$ cat src/rtl/irq_cmd_ctrl.sv
module irq_cmd_ctrl (
  input  logic       clk,
  input  logic       rst_n,
  input  logic       wr,
  input  logic       addr,
  input  logic [7:0] wdata,
  output logic [7:0] rdata,
  input  logic [7:0] irq_in,
  output logic       int_o,
  input  logic       ack
);
  typedef enum logic [1:0] {S_IDLE, S_WAIT, S_RUN} st_t;

  st_t        st;
  logic [7:0] irr, isr, imr;
  logic [2:0] low;
  logic       smm;

  wire run   = (st == S_RUN);
  wire start = wr && !addr && wdata[4];
  wire cmd_a = run && wr && !addr && (wdata[4:3] == 2'b00);
  wire cmd_b = run && wr && !addr && (wdata[4:3] == 2'b01);
  wire cmd_m = run && wr && addr;

  // returns {found, level} of the highest-priority set bit
  function automatic logic [3:0] pick(input logic [7:0] v, input logic [2:0] lo);
    logic [3:0] r;
    logic [2:0] idx;
    r = 4'b0;
    for (int k = 7; k >= 0; k--) begin
      idx = lo + 3'(k) + 3'd1;
      if (v[idx]) r = {1'b1, idx};
    end
    return r;
  endfunction

  logic [7:0] cand;
  logic [3:0] wsel, isel;
  assign cand = irr & ~imr & (smm ? ~isr : 8'hFF);
  assign wsel = pick(cand, low);
  assign isel = pick(isr, low);

  wire [2:0] wrank = wsel[2:0] - low - 3'd1;
  wire [2:0] irank = isel[2:0] - low - 3'd1;
  wire       win   = run && wsel[3] && (smm || !isel[3] || (wrank < irank));
  wire       take  = run && ack && win;
  wire [7:0] won   = take ? (8'd1 << wsel[2:0]) : 8'd0;

  assign int_o = win;

  wire [2:0] op  = wdata[7:5];
  wire [2:0] lvl = wdata[2:0];
  logic [7:0] clr;
  logic       setlow;
  logic [2:0] newlow;

  always_comb begin
    clr    = 8'd0;
    setlow = 1'b0;
    newlow = low;
    if (cmd_a) begin
      case (op)
        3'b001: if (isel[3]) clr[isel[2:0]] = 1'b1;
        3'b011: clr[lvl] = 1'b1;
        3'b101: if (isel[3]) begin
                  clr[isel[2:0]] = 1'b1;
                  setlow = 1'b1;
                  newlow = isel[2:0];
                end
        3'b111: begin clr[lvl] = 1'b1; setlow = 1'b1; newlow = lvl; end
        3'b110: begin setlow = 1'b1; newlow = lvl; end
        default: ;
      endcase
    end
  end

  always_ff @(posedge clk or negedge rst_n) begin
    if (!rst_n) begin
      st    <= S_IDLE;
      irr   <= 8'd0;
      isr   <= 8'd0;
      imr   <= 8'd0;
      low   <= 3'd7;
      smm   <= 1'b0;
      rdata <= 8'd0;
    end else if (start) begin
      st  <= S_WAIT;
      irr <= 8'd0;
      isr <= 8'd0;
      imr <= 8'd0;
      low <= 3'd7;
      smm <= 1'b0;
    end else begin
      if (st == S_WAIT && wr && addr) st <= S_RUN;
      if (run) irr <= irq_in & ~won;
      isr <= (isr & ~clr) | won;
      if (cmd_m) imr <= wdata;
      if (setlow) low <= newlow;
      if (cmd_b && wdata[6]) smm <= wdata[5];
      if (run && ack) rdata <= take ? {5'd0, wsel[2:0]} : 8'h07;
    end
  end

  p_idle_no_pending_r1: assert property (@(posedge clk) disable iff (!rst_n)
    !run |-> (irr == 8'd0));
  p_mask_load_r2: assert property (@(posedge clk) disable iff (!rst_n)
    (cmd_m && !start) |=> (imr == $past(wdata)));
  p_int_unmasked_r4: assert property (@(posedge clk) disable iff (!rst_n)
    int_o |-> ((irr & ~imr) != 8'd0));
  p_ack_in_service_r5: assert property (@(posedge clk) disable iff (!rst_n)
    (take && !cmd_a) |=> (isr[$past(wsel[2:0])] && rdata[2:0] == $past(wsel[2:0])));
  p_eoi_no_growth_r6: assert property (@(posedge clk) disable iff (!rst_n)
    (cmd_a && !ack) |=> ($countones(isr) <= $countones($past(isr))));
  p_mode_kept_r11: assert property (@(posedge clk) disable iff (!rst_n)
    (cmd_b && !wdata[6]) |=> (smm == $past(smm)));
endmodule

$ cat config.mk
export PLATFORM = sky130hd
export DESIGN_NAME = irq_cmd_ctrl
export DESIGN_NICKNAME = d
export VERILOG_FILES = /design/src/rtl/irq_cmd_ctrl.sv
export SDC_FILE = /design/constraint.sdc
export NUM_CORES = 1
export LEC_CHECK = 0
export ABC_CLOCK_PERIOD_IN_PS = 5300
export BUFFER_PORTS_ARGS = -buffer_cell sky130_fd_sc_hd__clkbuf_2
export CORE_UTILIZATION = 45
export DETAILED_ROUTE_END_ITERATION = 10
export GPL_ROUTABILITY_DRIVEN = 0
export GPL_TIMING_DRIVEN = 0
export PLACE_DENSITY = 0.65
export RECOVER_POWER = 100
export SLEW_MARGIN = 0
export SYNTH_ARGS = -nofsm -noshare
export SYNTH_HDL_FRONTEND = slang
export SYNTH_SLANG_ARGS = --single-unit
$ cat constraint.sdc
create_clock -name clk -period 5.3 [get_ports clk]
set_input_delay 0.265 -clock clk [delete_from_list [all_inputs] [get_ports clk]]
set_output_delay 0.265 -clock clk [all_outputs]
set_load 0.02 [all_outputs]
==> results.cfg <==
[critical_path]
arrival_ps = 5730
reg2reg_setup_slack_ps = -250
crit_required_ps = 5480
cp_slowest_cell = mux4_2
worst-path-max-fanout = 7
worstSetupPathType = flop to flop
r2r_end = irr[5]
cpPeakStageDelay_ps = 590
end_kind = flop
reg2reg_depth = 22
critical_path.cell_chain = buf_8 -> inv_6 -> buf_12 -> ha_4 -> mux4_2 -> buf_6 -> buf_6 -> a22oi_2 -> mux2_4 -> o31ai_1 -> a221o_2 -> fa_2 -> xor2_2 -> xnor2_1 -> ha_1 -> a21oi_2 -> nor2_1 -> a21oi_2 -> o31ai_4 -> buf_4 -> or4b_4 -> a41o_1
worstSetupStartpointType = flop
rr_startpoint = low[1]

[synth]
netlist_area_mm2 = 0.003766
yosysWarnings = 0
netlist_top_cells_area = dfrtp_1 20%, mux2i_1 6.6%, mux4_2 6.6%, nand3_1 3.7%, nand2_1 3.7%
syn_inst = 437
synth-seq-cells = 33
synth.most_common_cell = nand2_1
synth_area_leader_cell = dfrtp_1
synth_edf_count = 0
ys_types = 75
async_flop_share = 1.000
syn_area_per_cell_um2 = 8.618
synth_seq_area_share = 0.2203
synth_top_cell_area_share = 0.1993
synth_ff_type = dfrtp_1
synthTopCellsByCount = 37 x nand2_1, 30 x dfrtp_1, 29 x nor2_1

[clock_tree]
htreeDepth = 2
cts_tree = built
cts.sinks = 33
cts_max_path_buffers = 2
path_clk_slew_ps = 70
root_buffer = clkbuf_8
hold_buffers = 0
cts_buffers = 5
insertion_delay_ps = 290

[global_routing]
antenna_found_initial = 0
track_usage = 0.2842
grt-ovfl-total = 0
grt_pass1_wl_um = 19180
grt_max_degree = 34
grt_pass1_vias = 3746

[placed_design]
placed_area_mm2 = 0.004059
post-place-ws_ps = -1027
dp_hpwl_um = 8590
port_buffers = 23

[detailed_routing]
viasPerCell = 6.445
wirelength_um = 12150
drtIter0Drc = 273
antenna_left = 0
num_vias = 3912
drt_pre_antenna_iters = 5
drcViolationCount = 0
wl_per_cell_um = 20.02

[timing]
clock_skew_ps = 8.611
worst_slack_ps = -254.4
holdWs_ps = 209.6
setup_violations = 17
min_period_over_period = 1.048
grt_setup_unrepaired = true
worst_slew_pin_slew_ps = 1815
slew_violations = 34
max_slew_margin = -0.2098
hold_viol = 0
fmax_ghz = 0.1800
period_minus_slack_ps = 5554

[layout]
diodes = 0
finalNetCount = 531
fin_area_mm2 = 0.004712
drive_gt1_frac = 0.3088
synthToLayoutAreaGrowth_pct = 25.12

[pwr]
intPower_mw = 1.574
switchingPower_mw = 1.506
pwr_density_cell_mw_per_mm2 = 653.6
p_seq_frac = 0.136
combPwrFrac = 0.805
p_clk_frac = 0.059
peakVddDrop_mv = 0.3463
swShare = 0.4890
p_leak_nw = 2.073

[hold_path]
worstHoldStart = addr
min_to = st[0]
hp-class = input port to flop
worstHoldPathCells = 2

[floorplanning]
core_mm2 = 0.008175
ios = 30
start_util = 0.4607
num_rows = 33
fp.dieW_um = 93.48
die_area_mm2 = 0.008739
die_h_um = 93.48

[run_status]
status = finished, violations left
violations = capacitance limit, slew limit, setup timing

[job]
maxCapViolations = 1
[layout make-up]
class	count	area, µm²
flip-flops and latches	33	829.5
well taps	105	131.4
fillers	748	3463
repair buffers	54	392.9
clock inverters	1	5.005
inverters	16	75.07
multi-input cells	359	2985
clock buffers	7	76.32
plain buffers	32	216.5
[registers in the layout, indices dropped and copies added, names as in the netlist]
signal and cells:
smm 1, irr 8, low 3, isr 8, rdata 3, imr 8, st 2
[how the worst max path moves through the flow]
stage	startpoint	endpoint	slack, ps
2_1_floorplan	low[1]	irr[3]	4
3_3_place_gp	low[1]	irr[3]	-1020
3_5_place_dp	low[1]	irr[3]	-1030
4_1_cts	low[1]	isr[4]	-130
5_1_grt	low[1]	isr[4]	-390
6_report	low[1]	irr[5]	-250
[metrics by stage]
stage               instances    util  power (mW)  setup TNS (ps)
finish                    607  0.5764       3.080           -3017
global route              607  0.5764       3.296           -5416
CTS                       600  0.5592       2.901          -686.5
detailed placement        569  0.4965       2.248          -16100
global placement          569  0.4965       2.210          -15990
floorplan                 441       -       1.781               0
[cell usage in the layout, fill, tap and decap left out, types with 5 or more instances in the layout]
master / count
clkbuf_8: 5
a31oi_1: 7
clkbuf_2: 19
buf_2: 6
dfrtp_1: 30
a22o_1: 7
and4_1: 6
and3_1: 11
buf_4: 33
nor2b_1: 13
inv_1: 11
mux2i_4: 6
conb_1: 5
xnor2_1: 5
o21ai_0: 13
nand2b_1: 5
o21ai_1: 6
nor2_1: 28
mux4_2: 14
nand3_1: 26
ha_1: 5
a21oi_1: 11
mux2i_1: 19
nand2_1: 36
clkbuf_1: 16
buf_6: 5
nor3_1: 8
and2_1: 13
a32oi_1: 5
[cell families after synthesis]
kind of cell / after synthesis / share of synthesized area
multiplexers: 46 / 0.1811
AO/OA/AOI/OAI: 115 / 0.2253
XOR/XNOR: 10 / 0.02691
other: 1 / 0.0009957
AND/OR/NAND/NOR: 174 / 0.2498
adder cells (fa/ha/maj): 9 / 0.03389
flip-flops: 33 / 0.2203
buffers and inverters: 49 / 0.06179
[timing repair]
action,4_1_cts,5_1_grt
setup endpoints to repair,20,17
cloned,1,0
pin swaps,21,19
setup buffers,22,8
resized for setup,55,24
[per-layer routing]
layer / global-route usage / up-vias / wire length, µm / share of wire
met1: 0.3695 / 1902 / 5006 / 0.41
met2: 0.4681 / 178 / 5856 / 0.48
met4: 0.1141 / 0 / 469 / 0.039
met3: 0.04878 / 29 / 820 / 0.067
li1: - / 1803 / - / -
met5: 0 / - / 0 / 0
[power by group through the flow]
stage	sequential, mW	combinational [mW]	clock, mW
global route	0.430	2.67	0.194
global placement	0.418	1.79	0
floorplan	0.404	1.38	0
detailed placement	0.424	1.82	0
CTS	0.418	2.30	0.188
finish	0.419	2.48	0.183
[worst max-delay path: cells and delay by family (launching register included)]
| family | cells | cell delay [ps] |
|---|---|---|
| fa+ha+maj | 3 | 1020 |
| compound gates | 7 | 1460 |
| xor+xnor | 2 | 320 |
| simple gates | 2 | 640 |
| flops | 1 | 550 |
| mux | 2 | 750 |
| buf+inv | 6 | 720 |
(Power assumes the default switching activity.)
